<file path="src/rtl/zsd_pkg.sv">
package zsd_pkg;
    // default widths shared by the modulator stages
    localparam int ZSD_IN_W   = 16;
    localparam int ZSD_CODE_W = 6;
    localparam int ZSD_GUARD  = 4;

    // outcome of a saturating integrator update
    typedef enum logic [1:0] {
        CLIP_NONE = 2'd0,
        CLIP_HI   = 2'd1,
        CLIP_LO   = 2'd2
    } clip_e;
endpackage

</file>
<file path="src/rtl/zsd_hold.sv">
module zsd_hold #(
    parameter int IN_W = zsd_pkg::ZSD_IN_W
) (
    input  logic            clk,
    input  logic            rst,
    input  logic            load,
    input  logic [IN_W-1:0] din,
    output logic [IN_W-1:0] held
);
    typedef struct packed {
        logic [IN_W-1:0] smp;
    } hold_t;

    hold_t st_d, st_q;

    always_comb begin
        st_d = st_q;
        if (load) st_d.smp = din;
    end

    always_ff @(posedge clk) begin
        if (rst) st_q <= '0;
        else     st_q <= st_d;
    end

    assign held = st_q.smp;
endmodule

</file>
<file path="src/rtl/zsd_loop.sv">
module zsd_loop
    import zsd_pkg::*;
#(
    parameter int IN_W   = ZSD_IN_W,
    parameter int CODE_W = ZSD_CODE_W,
    parameter int GUARD  = ZSD_GUARD
) (
    input  logic              clk,
    input  logic              rst,
    input  logic              step,
    input  logic [IN_W-1:0]   held,
    output logic [CODE_W-1:0] q_now,
    output logic [CODE_W-1:0] code_q,
    output logic              ovl_q
);
    localparam int INT_W = IN_W + GUARD;
    localparam int FB_SH = IN_W - CODE_W;
    localparam int SUM_W = INT_W + 3;
    localparam logic [CODE_W-1:0]       MAXC   = '1;
    localparam logic signed [SUM_W-1:0] MAXC_X = SUM_W'(2**CODE_W - 1);
    localparam logic signed [SUM_W-1:0] HALF   = SUM_W'(2**(FB_SH-1));
    localparam logic signed [SUM_W-1:0] LIM_HI =
        {{(SUM_W-INT_W+1){1'b0}}, {(INT_W-1){1'b1}}};
    localparam logic signed [SUM_W-1:0] LIM_LO =
        {{(SUM_W-INT_W+1){1'b1}}, {(INT_W-1){1'b0}}};

    typedef struct packed {
        logic signed [INT_W-1:0] i1;
        logic signed [INT_W-1:0] i2;
        logic [CODE_W-1:0]       code;
        logic                    ovl;
    } loop_t;

    loop_t st_d, st_q;

    function automatic clip_e clip_kind(input logic signed [SUM_W-1:0] v);
        if (v > LIM_HI)      return CLIP_HI;
        else if (v < LIM_LO) return CLIP_LO;
        else                 return CLIP_NONE;
    endfunction

    function automatic logic signed [INT_W-1:0] clip_val(input logic signed [SUM_W-1:0] v);
        logic signed [SUM_W-1:0] r;
        if (v > LIM_HI)      r = LIM_HI;
        else if (v < LIM_LO) r = LIM_LO;
        else                 r = v;
        return r[INT_W-1:0];
    endfunction

    logic signed [SUM_W-1:0] i1_x, i2_x, u_x, rnd, fb, s1, s2;
    logic [IN_W-1:0]   u_off;
    logic [CODE_W-1:0] qc;
    clip_e             k1, k2;

    always_comb begin
        st_d  = st_q;
        u_off = {~held[IN_W-1], held[IN_W-2:0]};
        i1_x  = SUM_W'(st_q.i1);
        i2_x  = SUM_W'(st_q.i2);
        u_x   = signed'({{(SUM_W-IN_W){1'b0}}, u_off});
        rnd   = (i2_x + HALF) >>> FB_SH;
        if (rnd < 0)           qc = '0;
        else if (rnd > MAXC_X) qc = MAXC;
        else                   qc = rnd[CODE_W-1:0];
        fb = signed'({{(SUM_W-CODE_W){1'b0}}, qc}) <<< FB_SH;
        s1 = i1_x + u_x - fb;
        s2 = i2_x + i1_x - (fb <<< 1);
        k1 = clip_kind(s1);
        k2 = clip_kind(s2);
        if (step) begin
            st_d.i1   = clip_val(s1);
            st_d.i2   = clip_val(s2);
            st_d.code = qc;
            st_d.ovl  = (k1 != CLIP_NONE) || (k2 != CLIP_NONE);
        end
    end

    always_ff @(posedge clk) begin
        if (rst) st_q <= '0;
        else     st_q <= st_d;
    end

    assign q_now  = qc;
    assign code_q = st_q.code;
    assign ovl_q  = st_q.ovl;
endmodule

</file>
<file path="src/rtl/zsd_rotator.sv">
module zsd_rotator #(
    parameter int CODE_W = zsd_pkg::ZSD_CODE_W
) (
    input  logic                     clk,
    input  logic                     rst,
    input  logic                     step,
    input  logic [CODE_W-1:0]        code_in,
    output logic [(1<<CODE_W)-2:0]   elem_q
);
    localparam int N = (1 << CODE_W) - 1;
    localparam logic [CODE_W:0] NX = (CODE_W+1)'(N);

    typedef struct packed {
        logic [CODE_W-1:0] ptr;
        logic [N-1:0]      elem;
    } rot_t;

    rot_t st_d, st_q;
    logic [N-1:0]  therm_w;
    logic [CODE_W:0] ptr_sum;

    for (genvar j = 0; j < N; j++) begin : g_elem
        localparam logic [CODE_W:0] JV = (CODE_W+1)'(j);
        logic [CODE_W:0] off;
        always_comb begin
            if (JV >= {1'b0, st_q.ptr}) off = JV - {1'b0, st_q.ptr};
            else                        off = JV + NX - {1'b0, st_q.ptr};
        end
        assign therm_w[j] = (off < {1'b0, code_in});
    end

    always_comb begin
        st_d    = st_q;
        ptr_sum = {1'b0, st_q.ptr} + {1'b0, code_in};
        if (ptr_sum >= NX) ptr_sum = ptr_sum - NX;
        if (step) begin
            st_d.elem = therm_w;
            st_d.ptr  = ptr_sum[CODE_W-1:0];
        end
    end

    always_ff @(posedge clk) begin
        if (rst) st_q <= '0;
        else     st_q <= st_d;
    end

    assign elem_q = st_q.elem;
endmodule

</file>
<file path="src/rtl/zsd_modulator.sv">
module zsd_modulator
    import zsd_pkg::*;
#(
    parameter int IN_W   = ZSD_IN_W,
    parameter int CODE_W = ZSD_CODE_W,
    parameter int GUARD  = ZSD_GUARD
) (
    input  logic                   clk,
    input  logic                   rst,
    input  logic                   mod_en,
    input  logic                   smp_valid,
    input  logic [IN_W-1:0]        smp_data,
    output logic [(1<<CODE_W)-2:0] elem_on,
    output logic [CODE_W-1:0]      code,
    output logic                   overload
);
    logic [IN_W-1:0]   held_w;
    logic [CODE_W-1:0] q_now_w;

    zsd_hold #(.IN_W(IN_W)) u_hold (
        .clk  (clk),
        .rst  (rst),
        .load (smp_valid),
        .din  (smp_data),
        .held (held_w)
    );

    zsd_loop #(.IN_W(IN_W), .CODE_W(CODE_W), .GUARD(GUARD)) u_loop (
        .clk    (clk),
        .rst    (rst),
        .step   (mod_en),
        .held   (held_w),
        .q_now  (q_now_w),
        .code_q (code),
        .ovl_q  (overload)
    );

    zsd_rotator #(.CODE_W(CODE_W)) u_rot (
        .clk     (clk),
        .rst     (rst),
        .step    (mod_en),
        .code_in (q_now_w),
        .elem_q  (elem_on)
    );
endmodule

</file>
<file path="config.mk">
export PLATFORM = sky130hd
export DESIGN_NAME = zsd_modulator
export DESIGN_NICKNAME = d
export VERILOG_FILES = /design/src/rtl/zsd_pkg.sv /design/src/rtl/zsd_hold.sv /design/src/rtl/zsd_loop.sv /design/src/rtl/zsd_rotator.sv /design/src/rtl/zsd_modulator.sv
export SDC_FILE = /design/constraint.sdc
export NUM_CORES = 1
export LEC_CHECK = 0
export BUFFER_PORTS_ARGS = -buffer_cell sky130_fd_sc_hd__buf_2
export CORE_MARGIN = 1.5
export CORE_UTILIZATION = 54
export DETAILED_ROUTE_END_ITERATION = 12
export HOLD_SLACK_MARGIN = 0.12
export PLACE_DENSITY = 0.7
export SYNTH_ARGS = -nofsm -noshare
export SYNTH_HDL_FRONTEND = slang
export SYNTH_SLANG_ARGS = --single-unit
</file>
<file path="constraint.sdc">
create_clock -name clk -period 14.5 [get_ports clk]
set_clock_uncertainty 0.2 [all_clocks]
set_input_delay 1.45 -clock clk [delete_from_list [all_inputs] [get_ports clk]]
set_output_delay 1.45 -clock clk [all_outputs]
set_load 0.01 [all_outputs]
</file>
# Word-level counts from Yosys, hierarchy flattened
# Cells that the tools add are included.
[word_totals] ff_bits=132 output_inout_bits=70 wordCells=351
[classes] add_sub_neg=133 order_cmp=133 mux=74 bitwise_logic=1 reduce_logical=3
[op_table] operator="$lt 7x6->1" n=63
[op_table] operator="$mux 7" n=63
[op_table] operator="$sub 7x6->7 const A" n=62
[op_table] operator="$sub 6x6->7 const A" n=32
[op_table] operator="$ge 6x6->1 const A" n=31
[op_table] operator="$sub 5x6->7 const A" n=16
[op_table] operator="$ge 5x6->1 const A" n=16
[op_table] operator="$mux 20" n=4
[op_table] operator="$sub 4x6->7 const A" n=8
[op_table] operator="$ge 4x6->1 const A" n=8
[op_table] operator="$gt 23x20->1 const B" n=2
[op_table] operator="$lt 23x20->1 const B" n=2
[op_table] operator="$sub 3x6->7 const A" n=4
[op_table] operator="$ge 3x6->1 const A" n=4
[op_table] operator="$sub 21x17->22" n=1
[op_table] operator="$sub 21x18->22" n=1
[op_table] operator="$add 20x11->21 const B" n=1
[op_table] operator="$add 20x17->21" n=1
[op_table] operator="$add 20x20->21" n=1
[op_table] operator="$mux 6" n=3
[op_table] operator="$sub 1x6->7 const A" n=2
[op_table] operator="$sub 2x6->7 const A" n=2
[op_table] operator="$ge 1x6->1 const A" n=2
[op_table] operator="$ge 2x6->1 const A" n=2
[op_table] operator="other kinds (9)" n=13

# Depth between registers and ports, before layout
[depth] word_depth=10 ltp_mapped=20

# By module
# From an unflattened synthesis, not the netlist that was laid out.
[hier_totals] cells_unflattened=3223 hier_area_um2=23933.0
[modules_own_cells] mod="zsd_rotator" instances=1 cells_each=2498 area_each_um2=18108.6 seq_area_each_um2=1381.3
[modules_own_cells] mod="zsd_loop" instances=1 cells_each=673 area_each_um2=5243.8 seq_area_each_um2=940.9
[modules_own_cells] mod="zsd_hold" instances=1 cells_each=52 area_each_um2=580.6 seq_area_each_um2=320.3

# Worst setup path after synthesis
# No wires, ideal clock.
[synth_path] path_kind="register -> register" startpoint="register u_loop.st_q, in the netlist u_loop.i2_x[9]" endpoint="register u_loop.st_q, in the netlist u_loop.ovl_q" setup_ns=0.091 arrival_time_ns=5.342 path_slack_ns=8.867 stages_incl_launch_ff=18 n_path_buf=1 path_cell_list="dfxtp_1 -> ha_1 -> and4b_1 -> o21ai_0 -> o21ai_0 -> a21oi_1 -> inv_1 -> fa_1 -> ha_1 -> nand2_1 -> o21ai_1 -> o41a_1 -> or4_1 -> a21oi_2 -> or2_2 -> buf_2 -> mux2_2 -> a311oi_1"
[synth_via] elab_chain_len=10 word_cells_on_any_way=19
[synth_rtl] item="from (decl)" line="zsd_loop.sv:34" text="loop_t st_d, st_q;"
[synth_rtl] item="from (signal assigned)" line="zsd_loop.sv:80" text="else st_q <= st_d;"
[synth_rtl] item="$add 20x11->21 (*)" line="zsd_loop.sv:61" text="rnd = (i2_x + HALF) >>> FB_SH;"
[synth_rtl] item="$gt 11x7->1" line="zsd_loop.sv:63" text="else if (rnd > MAXC_X) qc = MAXC;"
[synth_rtl] item="$mux 6" line="zsd_loop.sv:63"
[synth_rtl] item="$mux 6 (*)" line="zsd_loop.sv:62" text="if (rnd < 0) qc = '0;"
[synth_rtl] item="net q_now_w[5]" line="zsd_modulator.sv:18" text="logic [CODE_W-1:0] q_now_w;"
[synth_rtl] item="$sub 21x17->22 / $sub 21x18->22 (equally long branches)" line="zsd_loop.sv:66, zsd_loop.sv:67"
[synth_rtl] item="$lt 23x20->1" line="zsd_loop.sv:38" text="else if (v < LIM_LO) return CLIP_LO;"
[synth_rtl] item="$mux 2" line="zsd_loop.sv:38"
[synth_rtl] item="$mux 2" line="zsd_loop.sv:37" text="if (v > LIM_HI) return CLIP_HI;"
[synth_rtl] item="$reduce_bool 2->1" line="zsd_loop.sv:74" text="st_d.ovl = (k1 != CLIP_NONE) || (k2 != CLIP_NONE);"
[synth_rtl] item="$logic_or 1x1->1 (*)" line="zsd_loop.sv:74"
# Mark *: on every way through the listed nets, which the timed path passes. The rest lies on a longest branch.
# A chain may end at the register's enable or synchronous reset.

# Final worst setup path
[layout_path] startpoint="register u_loop.st_q, in the netlist u_loop.i2_x[10]" endpoint="register u_loop.st_q, in the netlist u_loop.i2_x[5]"
[layout_via] elab_chain_len=8 word_cells_on_any_way=11
[layout_rtl] item="$add 20x11->21" line="zsd_loop.sv:61"
[layout_rtl] item="$gt 11x7->1" line="zsd_loop.sv:63"
[layout_rtl] item="$mux 6" line="zsd_loop.sv:63"
[layout_rtl] item="$mux 6" line="zsd_loop.sv:62"
[layout_rtl] item="$sub 21x18->22 (*)" line="zsd_loop.sv:67" text="s2 = i2_x + i1_x - (fb <<< 1);"
[layout_rtl] item="$lt 23x20->1" line="zsd_loop.sv:45" text="else if (v < LIM_LO) r = LIM_LO;"
[layout_rtl] item="$mux 20" line="zsd_loop.sv:45"
[layout_rtl] item="$mux 20 (*)" line="zsd_loop.sv:44" text="if (v > LIM_HI) r = LIM_HI;"
# Every way passes the cells marked *; elsewhere a longest branch is shown, timed or not.

==> metrics.csv <==
metric;value;unit
slowest_cell_on_the_critical_path;sky130_fd_sc_hd__o32ai_4;
final-setup-viol-count;0;
setup_repair_after_global_routing_missed_its_margin;no;
drt_pre_antenna_iters;6;
globalRouteTotalUtil;39.68;%
worst-endpoint-required;14.72;ns
worst_hold_path_type;flip-flop to flip-flop;
multiInputGateArea;0.01871;mm²
timing.slew.headroom;6.647;%
grt_antenna_before_repair;1;
synthesis.area_per_instance;7.607;µm²
synthArstFlopShare;0;%
regArea;0.002655;mm²
postCtsSetupRepairBufs;0;
floorplan.die.height;210.8;µm
critPathArrivalTime;6.39;ns
clk_root_buffer_cell;sky130_fd_sc_hd__clkbuf_16;
via_count_of_the_first_global_routing_pass;23320;
worst_path_dominant_cell_family;compound AO/OA/AOI/OAI gates;
finalWorstPathRequiredPeriod;6.171;ns
setup-tns-final;0;ns
synth_seq_cells;132;
hold_violations;0;
placementRows;75;
tightest_slew;1.397;ns
synthesis.area;0.02331;mm²
h-tree-depth;4;
hpwl;59.43;mm
syn_nets;3516;
synth-seq-area-share;11.34;%
nets_final;3417;
max_freq;162.0;MHz
clk_buf_depth;2;
critical_path.n_buffers_inverters;3;
detailedRoute.firstIterationViolations;2775;
cp_slowest_stage_delay;0.85;ns
grt_pass1_wl;135.2;mm
synth_area_leader_cell;sky130_fd_sc_hd__ha_1;
finalMaxSlewViolations;0;
route.vias.total;24040;
antenna_left;0;
synthToLayoutAreaGrowth;3.597;%
timing.critical_path.from_type;flip-flop;
cts.reportedPaths.clkPinSlew;0.07;ns
chipWidth;210.8;µm
drive_gt1_share;10.08;%
netlist_instances;3064;
area_of_the_die;0.04442;mm²
boundaryPins;90;
via_per_inst;6.836;
cts_repair_resize_count;0;
core_area;0.04223;mm²
initial_utilization;55.19;%
detail_route.wirelength;88.55;mm
post-route-drc-count;0;
synth_edf_count;0;
grt_overflow_total;0;
path_cells;ha_1, and4b_1, o21ai_2, nand2_1, inv_1, buf_4, fa_1, inv_1, ha_1, a21oi_1, o21ai_0, a31o_2, a211oi_1, o211ai_1, o32ai_4, nand2_1, a221oi_2;
final.fill_count;3972;
yosysWarningCount;0;
gpl.final_weighted_congestion;0.9889;
cap_violations;0;
synth_cell_types;106;
post_drt_wl_per_cell;25.18;µm
clock_tree_from_tritoncts;done;
clock_sink_count;132;
port-buffer-count;89;
clk-insertion-delay-late;0.51;ns
cts_inserted_buffers;17;
crit_path_max_fanout;25;
yosys-top-cells-area;sky130_fd_sc_hd__ha_1 22%, sky130_fd_sc_hd__dfxtp_1 11%, sky130_fd_sc_hd__xnor2_1 7.8%;
post_cts_hold_buffer_count;0;
final_worst_path_period_share;42.56;%
flip_flop_cell_with_the_highest_count_after_synthesis;sky130_fd_sc_hd__dfxtp_1;
run_status;finished clean;
maximum_number_of_pins_on_one_net_before_global_route_repair;55;
criticalPathCategory;flip-flop to flip-flop;
timing.critical_path.to_type;flip-flop;
synth_top_area_share;22.49;%
[worst paths after layout]
check | start | endpoint | slack [ns] | depth (start not counted)
max reg2reg | u_loop.i2_x[10] | u_loop.i2_x[5] | 8.33 | 17
min | u_rot.elem_q[51] | u_rot.elem_q[51] | 0.27 | 2
min reg2reg | u_rot.elem_q[51] | u_rot.elem_q[51] | 0.27 | 2
max | u_loop.i2_x[10] | u_loop.i2_x[5] | 8.33 | 17
[routing by layer]
layer / vias to the layer above / wire length [µm] / global-route usage, %
met3: 385 / 11070 / 11.36
met1: 11230 / 35920 / 51.09
met2: 1559 / 36430 / 58.61
li1: 10870 / - / -
met4: 2 / 5111 / 23.72
met5: - / 14 / 0.1112
[final cells by class]
cell class	instances	share of cell area, %
antenna	1	0.01036
tap	539	2.793
clock inverter	12	0.4871
sequential	132	11.00
timing repair buffer	152	3.814
multi-input combinational	2500	77.50
clock buffer	19	1.876
inverter	162	2.524
[cell usage in the layout (no fill, tap or decap), drive strengths merged, types with 38 or more instances in the layout]
cell type,count
ha,419
nand2,318
a21oi,274
o21ai,233
xnor2,207
nor2,177
inv,164
buf,152
dfxtp,132
mux2i,90
a21o,73
nand3,62
o21a,62
a211oi,52
a2111oi,38
[cell usage after synthesis (25+ instances only)]
library cell                number
sky130_fd_sc_hd__xnor2_1       207
sky130_fd_sc_hd__o21a_1         59
sky130_fd_sc_hd__a22o_1         29
sky130_fd_sc_hd__nor2b_1        25
sky130_fd_sc_hd__clkbuf_1      145
sky130_fd_sc_hd__nor3_1         27
sky130_fd_sc_hd__o2111ai_1      27
sky130_fd_sc_hd__buf_1          35
sky130_fd_sc_hd__a2111oi_0      35
sky130_fd_sc_hd__nor2_1        175
sky130_fd_sc_hd__nand2_1       311
sky130_fd_sc_hd__ha_1          419
sky130_fd_sc_hd__nand3_1        62
sky130_fd_sc_hd__inv_1         157
sky130_fd_sc_hd__a21o_1         72
sky130_fd_sc_hd__o21ai_0       216
sky130_fd_sc_hd__o211ai_1       33
sky130_fd_sc_hd__mux2i_1        90
sky130_fd_sc_hd__buf_4          63
sky130_fd_sc_hd__a211oi_1       50
sky130_fd_sc_hd__mux2_2         35
sky130_fd_sc_hd__a21oi_1       273
sky130_fd_sc_hd__a31oi_1        29
sky130_fd_sc_hd__dfxtp_1       132
[registers in the layout (all words and copies together) (netlist names)]
name	count
u_loop.i2_x	20
u_hold.held	16
u_rot.st_q	6
u_loop.ovl_q	1
u_loop.code_q	6
u_rot.elem_q	63
u_loop.i1_x	20
[stage by stage]
stage | cells | area [µm²] | utilization, % | hold slack [ns] | setup WS, ns
after floorplan | 3064 | 23310 | - | 0.2263 | 8.867
final | 3517 | 24150 | 57.18 | 0.2654 | 8.329
after global routing | 3516 | 24140 | 57.17 | 0.2853 | 8.075
after detailed placement | 3485 | 23570 | 55.82 | 0.2602 | 8.501
after global placement | 3485 | 23570 | 55.82 | 0.2560 | 8.688
after CTS | 3516 | 24140 | 57.17 | 0.2757 | 8.462
[worst reg2reg max path: stages (launching register included)]
cell                       delay (ns)
sky130_fd_sc_hd__dfxtp_1         0.42
sky130_fd_sc_hd__ha_1            0.31
sky130_fd_sc_hd__and4b_1         0.25
sky130_fd_sc_hd__o21ai_2         0.51
sky130_fd_sc_hd__nand2_1         0.16
sky130_fd_sc_hd__inv_1           0.41
sky130_fd_sc_hd__buf_4           0.54
sky130_fd_sc_hd__fa_1            0.49
sky130_fd_sc_hd__inv_1           0.07
sky130_fd_sc_hd__ha_1            0.32
sky130_fd_sc_hd__a21oi_1         0.16
sky130_fd_sc_hd__o21ai_0         0.13
sky130_fd_sc_hd__a31o_2          0.30
sky130_fd_sc_hd__a211oi_1        0.24
sky130_fd_sc_hd__o211ai_1        0.23
sky130_fd_sc_hd__o32ai_4         0.85
sky130_fd_sc_hd__nand2_1         0.20
sky130_fd_sc_hd__a221oi_2        0.30
[cells by family after synthesis]
family | Yosys count | share of synthesized area (%)
simple gates | 719 | 13.79
compound gates | 998 | 28.74
xor+xnor | 226 | 8.493
mux | 125 | 5.556
buf+inv | 432 | 8.482
fa+ha+maj | 432 | 23.61
flops | 132 | 11.34
Power is left out: the tool's default activity adds up to more than one toggle a clock period on the data nets, which glitch-free logic cannot reach.
